===== config.mk =====
export PLATFORM = sky130hd
export DESIGN_NAME = latch_input_qualifier
export DESIGN_NICKNAME = d
export VERILOG_FILES = /design/src/rtl/lq_pkg.sv /design/src/rtl/lq_edge.sv /design/src/rtl/lq_window.sv /design/src/rtl/lq_confirm.sv /design/src/rtl/latch_input_qualifier.sv
export SDC_FILE = /design/constraint.sdc
export NUM_CORES = 1
export LEC_CHECK = 0
export BUFFER_PORTS_ARGS = -buffer_cell sky130_fd_sc_hd__buf_2
export CORE_ASPECT_RATIO = 1.1
export CORE_MARGIN = 4
export CORE_UTILIZATION = 47
export DETAILED_ROUTE_END_ITERATION = 16
export HOLD_SLACK_MARGIN = 0.15
export PLACE_DENSITY = 0.66
export SETUP_SLACK_MARGIN = 0.2
export SLEW_MARGIN = 40
export SYNTH_ARGS = -nofsm -noshare
export SYNTH_HDL_FRONTEND = slang
export SYNTH_SLANG_ARGS = --single-unit

===== constraint.sdc =====
create_clock -name clk_i -period 5.11 [get_ports clk_i]
set_input_delay 0.7665 -clock clk_i [delete_from_list [all_inputs] [get_ports clk_i]]
set_output_delay 0.7665 -clock clk_i [all_outputs]
set_load 0.1 [all_outputs]

===== src/rtl/lq_pkg.sv =====
package lq_pkg;
  // Window phase within one switching period
  typedef enum logic [1:0] {
    PH_IDLE  = 2'd0,  // waiting for a driver turn-off
    PH_BLANK = 2'd1,  // blanking after turn-off, flag ignored
    PH_WATCH = 2'd2   // flag observed until the next turn-on
  } phase_e;
endpackage


===== src/rtl/lq_edge.sv =====
module lq_edge (
  input  logic clk_i,
  input  logic rst_ni,
  input  logic drv_pulse_i,
  output logic turn_off_o,
  output logic turn_on_o
);
  logic drv_q;

  always_ff @(posedge clk_i or negedge rst_ni) begin
    if (!rst_ni) drv_q <= 1'b0;
    else         drv_q <= drv_pulse_i;
  end

  assign turn_off_o = drv_q & ~drv_pulse_i;
  assign turn_on_o  = ~drv_q & drv_pulse_i;
endmodule


===== src/rtl/lq_window.sv =====
module lq_window
  import lq_pkg::*;
#(
  parameter int BLANK_CYC = 8,
  parameter int FILT_CYC  = 4
) (
  input  logic clk_i,
  input  logic rst_ni,
  input  logic drv_en_i,
  input  logic turn_off_i,
  input  logic turn_on_i,
  input  logic trip_flag_i,
  output logic cyc_done_o,
  output logic cyc_bad_o
);
  localparam int TW = (BLANK_CYC > 1) ? $clog2(BLANK_CYC) : 1;
  localparam int RW = (FILT_CYC > 1) ? $clog2(FILT_CYC) : 1;
  localparam logic [TW-1:0] TMR_LAST = TW'(BLANK_CYC - 1);
  localparam logic [RW-1:0] RUN_LAST = RW'(FILT_CYC - 1);

  phase_e          phase;
  logic [TW-1:0]   tmr;
  logic [RW-1:0]   run;
  logic            hit;

  always_ff @(posedge clk_i or negedge rst_ni) begin
    if (!rst_ni) begin
      phase <= PH_IDLE;
      tmr   <= '0;
      run   <= '0;
      hit   <= 1'b0;
    end else if (!drv_en_i) begin
      phase <= PH_IDLE;
      tmr   <= '0;
      run   <= '0;
      hit   <= 1'b0;
    end else if (turn_off_i) begin
      phase <= PH_BLANK;
      tmr   <= '0;
      run   <= '0;
      hit   <= 1'b0;
    end else if (turn_on_i) begin
      phase <= PH_IDLE;
      run   <= '0;
      hit   <= 1'b0;
    end else begin
      unique case (phase)
        PH_BLANK: begin
          if (tmr == TMR_LAST) phase <= PH_WATCH;
          else                 tmr   <= tmr + 1'b1;
        end
        PH_WATCH: begin
          if (trip_flag_i) begin
            if (run == RUN_LAST) hit <= 1'b1;
            else                 run <= run + 1'b1;
          end else begin
            run <= '0;
          end
        end
        default: ;
      endcase
    end
  end

  assign cyc_done_o = drv_en_i & turn_on_i & (phase != PH_IDLE);
  assign cyc_bad_o  = hit;

  // no fault can be qualified while the blanking interval runs
  p_blank_no_hit_r2: assert property (@(posedge clk_i) disable iff (!rst_ni)
    (phase == PH_BLANK) |=> !$rose(hit));
  // a qualified fault needs the flag high on the edge that completes the run
  p_hit_needs_flag_r3: assert property (@(posedge clk_i) disable iff (!rst_ni)
    $rose(hit) |-> $past(trip_flag_i));
endmodule


===== src/rtl/lq_confirm.sv =====
module lq_confirm #(
  parameter int CONFIRM = 4
) (
  input  logic clk_i,
  input  logic rst_ni,
  input  logic drv_en_i,
  input  logic cyc_done_i,
  input  logic cyc_bad_i,
  input  logic auto_mode_i,
  output logic latch_req_o,
  output logic recover_req_o
);
  localparam int CW = (CONFIRM > 1) ? $clog2(CONFIRM) : 1;
  localparam logic [CW-1:0] CNT_LAST = CW'(CONFIRM - 1);

  logic [CW-1:0] cnt;

  always_ff @(posedge clk_i or negedge rst_ni) begin
    if (!rst_ni) begin
      cnt           <= '0;
      latch_req_o   <= 1'b0;
      recover_req_o <= 1'b0;
    end else if (!drv_en_i) begin
      cnt           <= '0;
      latch_req_o   <= 1'b0;
      recover_req_o <= 1'b0;
    end else begin
      latch_req_o   <= 1'b0;
      recover_req_o <= 1'b0;
      if (cyc_done_i) begin
        if (cyc_bad_i) begin
          if (cnt == CNT_LAST) begin
            cnt           <= '0;
            latch_req_o   <= ~auto_mode_i;
            recover_req_o <= auto_mode_i;
          end else begin
            cnt <= cnt + 1'b1;
          end
        end else begin
          cnt <= '0;
        end
      end
    end
  end

  // a clean cycle end leaves the count at zero
  p_clean_clears_r5: assert property (@(posedge clk_i) disable iff (!rst_ni)
    (drv_en_i && cyc_done_i && !cyc_bad_i) |=> (cnt == '0));
  // option routing of the request
  p_recover_option_r6: assert property (@(posedge clk_i) disable iff (!rst_ni)
    recover_req_o |-> $past(auto_mode_i));
  p_latch_option_r6: assert property (@(posedge clk_i) disable iff (!rst_ni)
    latch_req_o |-> !$past(auto_mode_i));
  // a disabled driver yields no request
  p_disabled_quiet_r7: assert property (@(posedge clk_i) disable iff (!rst_ni)
    !drv_en_i |=> (!latch_req_o && !recover_req_o));
  // a request is one clock long
  p_single_pulse_r4: assert property (@(posedge clk_i) disable iff (!rst_ni)
    (latch_req_o || recover_req_o) |=> (!latch_req_o && !recover_req_o));
endmodule


===== src/rtl/latch_input_qualifier.sv =====
module latch_input_qualifier #(
  parameter int BLANK_CYC = 8,
  parameter int FILT_CYC  = 4,
  parameter int CONFIRM   = 4
) (
  input  logic clk_i,
  input  logic rst_ni,
  input  logic drv_en_i,
  input  logic drv_pulse_i,
  input  logic trip_flag_i,
  input  logic auto_mode_i,
  output logic latch_req_o,
  output logic recover_req_o
);
  logic turn_off, turn_on, cyc_done, cyc_bad;

  lq_edge u_edge (
    .clk_i       (clk_i),
    .rst_ni      (rst_ni),
    .drv_pulse_i (drv_pulse_i),
    .turn_off_o  (turn_off),
    .turn_on_o   (turn_on)
  );

  lq_window #(.BLANK_CYC(BLANK_CYC), .FILT_CYC(FILT_CYC)) u_window (
    .clk_i       (clk_i),
    .rst_ni      (rst_ni),
    .drv_en_i    (drv_en_i),
    .turn_off_i  (turn_off),
    .turn_on_i   (turn_on),
    .trip_flag_i (trip_flag_i),
    .cyc_done_o  (cyc_done),
    .cyc_bad_o   (cyc_bad)
  );

  lq_confirm #(.CONFIRM(CONFIRM)) u_confirm (
    .clk_i         (clk_i),
    .rst_ni        (rst_ni),
    .drv_en_i      (drv_en_i),
    .cyc_done_i    (cyc_done),
    .cyc_bad_i     (cyc_bad),
    .auto_mode_i   (auto_mode_i),
    .latch_req_o   (latch_req_o),
    .recover_req_o (recover_req_o)
  );

  // requests only follow an enabled turn-on edge
  p_req_at_turn_on_r4: assert property (@(posedge clk_i) disable iff (!rst_ni)
    (latch_req_o || recover_req_o) |-> ($past(turn_on) && $past(drv_en_i)));
endmodule


==> results <==
- The flow ran to the end, and the final reports show no timing, DRC or antenna violations.
- The starting utilization of the core area is 52.1%.
- Dividing the synthesized area by the synthesized cell count gives 9.98 um^2.
- The required time of the critical path is 5.33 ns.
- The total nets after synthesis is 88.
- The peak supply drop is 0.127 mV.
- Data arrives at the worst endpoint at 2.18 ns.
- The cell area after synthesis is 748 um^2.
- The via count of the first global-routing pass is 590.
- The die boundary width is 46.0 um.
- The standby leakage power is 0.419 nW.
- The clock net in this run drives a total of 13 sinks.
- The final layout contains routed wiring with a total length of 1360 um.
- Global routing used 15.2% of the available tracks.
- The number of antenna violations at the first check in global routing came to 0.
- The clock-pin slew of the registers on the worst-case setup and hold paths is 0.08 ns.
- The wire length of the first global-routing pass is 2550 um.
- The number of buffers inserted for hold repair after clock tree synthesis is 0.
- The pin count of the biggest net entering global routing is 14.
- The reported max-cap violation count is 0.
- In the routed layout, each cell is associated on average with a via count of 5.97.
- Timing would allow up to 509 MHz.
- The post-CTS setup buffer count is 0.
- The congestion estimate from routability-driven global placement came to 0.849.
- The iteration count of the initial detailed-routing pass is 4.
- The placement row count is 14.
- The kind of cell adding the most delay to the critical path is simple AND/OR/NAND/NOR gates.
- At the later pin of the worst-skew pair, clock insertion delay measures 0.27 ns.
- The layout net count is 99.
- The count of H-tree levels built during CTS is 1.
- STA classifies the critical path startpoint as an input pin.
- Setup slack closes at 3.15 ns.
- Detailed routing inserted a total of 603 vias.
- The total half-perimeter wirelength after legalization and detailed placement is 1020 um.
- TritonCTS built the clock tree.
- Adding up every negative setup slack in the final design gives 0 ns.
- The floorplan step defined a die boundary enclosing 0.00229 mm^2.
- The largest stage delay on the critical path is 0.53 ns.
- Ranked by total cell area, the synthesized netlist is headed by dfrtp_1, ha_1, nand3_1, nand2_1, nor3b_1.
- The cell at the root of the clock tree is clkbuf_4.
- The count of final setup violators is 0.
- The number of cells after detailed placement is 97.
- Traced cell by cell, the critical path runs through buf_2 > ha_1 > or3b_4 > or4_1 > nand3_1.
- At the pin with the least slew margin, the transition time is 0.617 ns.
- The synthesized netlist contains 30 unique library cells.
- After the first detailed-routing iteration, the DRC count stood at 9.
- The master of the slowest instance on the critical path is or4_1.
- The worst-case setup slack after placement is 2.86 ns.
- Counting every instance in the synthesized netlist gives 75.
- In this run the tool buffered the top-level ports with 7 buffer cells.
- The count of warnings emitted by yosys is 0.
- The total power per unit cell area is 245 mW/mm^2.
- The number of nets with antenna violations after routing is 0.
- Setup repair after global routing left no endpoint under its margin.
- The final critical-path required period is 1.96 ns.
- The fraction of final layout cells with drive strength greater than 1 is 16.5%.
- The final number of max-transition violations was 0.
- The non-filler instance count after layout is 101.
- The final hold violation count was 0.
- The number of antenna diodes in the final layout is 0.
- The DRC violation count after routing is 0.
- The area inside the core boundary is 0.00144 mm^2.
- The share of the clock period used by the worst path is 38.4%.
- The die extent in y is 49.8 um.
- The share of Yosys cell area claimed by the top area cell type is 43.5%.
- The largest fanout on the critical path is 6.
- The global-route congestion overflow total is 0.
- The flop-to-flop setup slack is 3.34 ns.
- Dividing the detail-routed wire length by the instance count gives 13.5 um.
- The worst path buffer plus inverter count is 1.
- The path class of the tightest hold or removal check is input pin to asynchronous set/reset pin.
- Power comes to 0.202 mW.
- The proportion of synthesized chip area in sequential cells is 43.5%.
- The synthesized design spends more area on one cell type than any other, namely dfrtp_1.
- In this run the tightest slew margin relative to its limit is 58.8%.
- The critical path in this run is classified as input pin to flip-flop.
- After synthesis the netlist holds a flip-flop and latch count of 13.
- The number of gates resized after CTS was 0.
- The synthesis-to-layout area growth is 10.2%.
- The buffer levels on the longest clock path is 2.
- The number of buffers created by CTS is 3.
- For the final database, setup skew stands at 0.00342 ns.
- The total I/O pin count is 8.
- The worst setup path is captured at a flip-flop.
## state kept, by name (all words and copies together), names as in the netlist
register / flops
u_confirm.recover_req_o: 1
u_edge.drv_q: 1
u_confirm.cnt: 2
u_window.phase: 2
u_window.run: 2
u_confirm.latch_req_o: 1
u_window.cyc_bad_o: 1
u_window.tmr: 3
## layer usage
layer | GRT usage (%) | vias to the layer above | routed length (um)
met5 | 0 | - | 0
met4 | 9.95 | 0 | 45
met3 | 3.27 | 4 | 58
met2 | 20.4 | 15 | 605
met1 | 21.1 | 282 | 650
li1 | - | 302 | -
## area by class of cell
class | count | area (um^2)
clock buffers | 4 | 26.3
well taps | 16 | 20.0
fillers | 136 | 612
flip-flops and latches | 13 | 325
repair buffers | 7 | 35.0
inverters | 3 | 11.3
multi-input cells | 58 | 407
## synth_stat cells (all sizes together)
master and count:
and3b 1, nand2 10, ha 7, or4 1, nor2 1, a31oi 1
nor2b 2, nand2b 1, and3 1, nor3b 3, nand4b 2, o22ai 1
nand3 10, dfrtp 13, nand4 2, inv 3, o211a 1, buf 1
nor4b 1, and4 1, a21oi 1, mux2i 1, nand3b 1, o31ai 1
or3b 2, o32ai 1, o21ai 2, a21o 1, a22oi 2
## final timing paths
check                                      to  depth (start not counted)       startpoint
setup / recovery              u_window.run[1]                          5      drv_pulse_i
hold / removal                u_window.tmr[1]                          1           rst_ni
setup reg to reg              u_window.run[1]                          5     u_edge.drv_q
hold reg to reg               u_window.run[0]                          1  u_window.run[0]
max in group asynchronous  u_window.cyc_bad_o                          1           rst_ni
min in group clk_i            u_window.run[0]                          1  u_window.run[0]
## worst register-to-register path, delay by kind of cell (launching register included)
kind | cells | cell delay, ns
buf+inv | 1 | 0.05
fa+ha+maj | 1 | 0.24
flops | 1 | 0.38
simple gates | 3 | 1.04
## kinds of logic (layout without fill, tap and decap cells)
kind of cell | after synthesis | in the layout | synth area share [%]
muxes | 1 | 1 | 1.34
and+or+nand+nor | 39 | 39 | 30.9
AOI/OAI and AO/OA | 11 | 11 | 10.4
DFF | 13 | 13 | 43.5
buffers and inverters | 4 | 14 | 2.17
adders and majority gates | 7 | 7 | 11.7
## power breakdown
part           internal [mW]  total [mW]  switching (mW)
registers              0.107       0.112         0.00509
clock network         0.0303      0.0638          0.0335
logic                 0.0110      0.0267          0.0156
## stage by stage
step	instance area, um^2	hold slack [ns]	utilization (%)
2_1_floorplan	748	0.457	-
3_3_place_gp	798	0.493	55.6
3_5_place_dp	798	0.488	55.6
4_1_cts	825	0.365	57.4
5_1_grt	825	0.368	57.4
6_report	825	0.361	57.4
## layout by cell type, fill, tap and decap left out
cell type,n
and3_1,1
nand2_1,10
buf_2,7
ha_1,7
or3b_4,1
and4_1,1
a31oi_1,1
a22oi_1,2
nand3_1,10
nand2b_1,1
clkbuf_4,3
o22ai_1,1
nor2_1,1
o211a_1,1
inv_1,3
nand4_1,2
o31ai_1,1
or4_1,1
and3b_2,1
nor4b_1,1
nand4b_1,2
o32ai_1,1
o21ai_0,2
mux2i_1,1
nand3b_1,1
a21oi_1,1
nor3b_1,3
a21o_2,1
dfrtp_1,13
or3b_2,1
nor2b_1,2
clkbuf_1,1
Power figures use the tool's default switching activity.
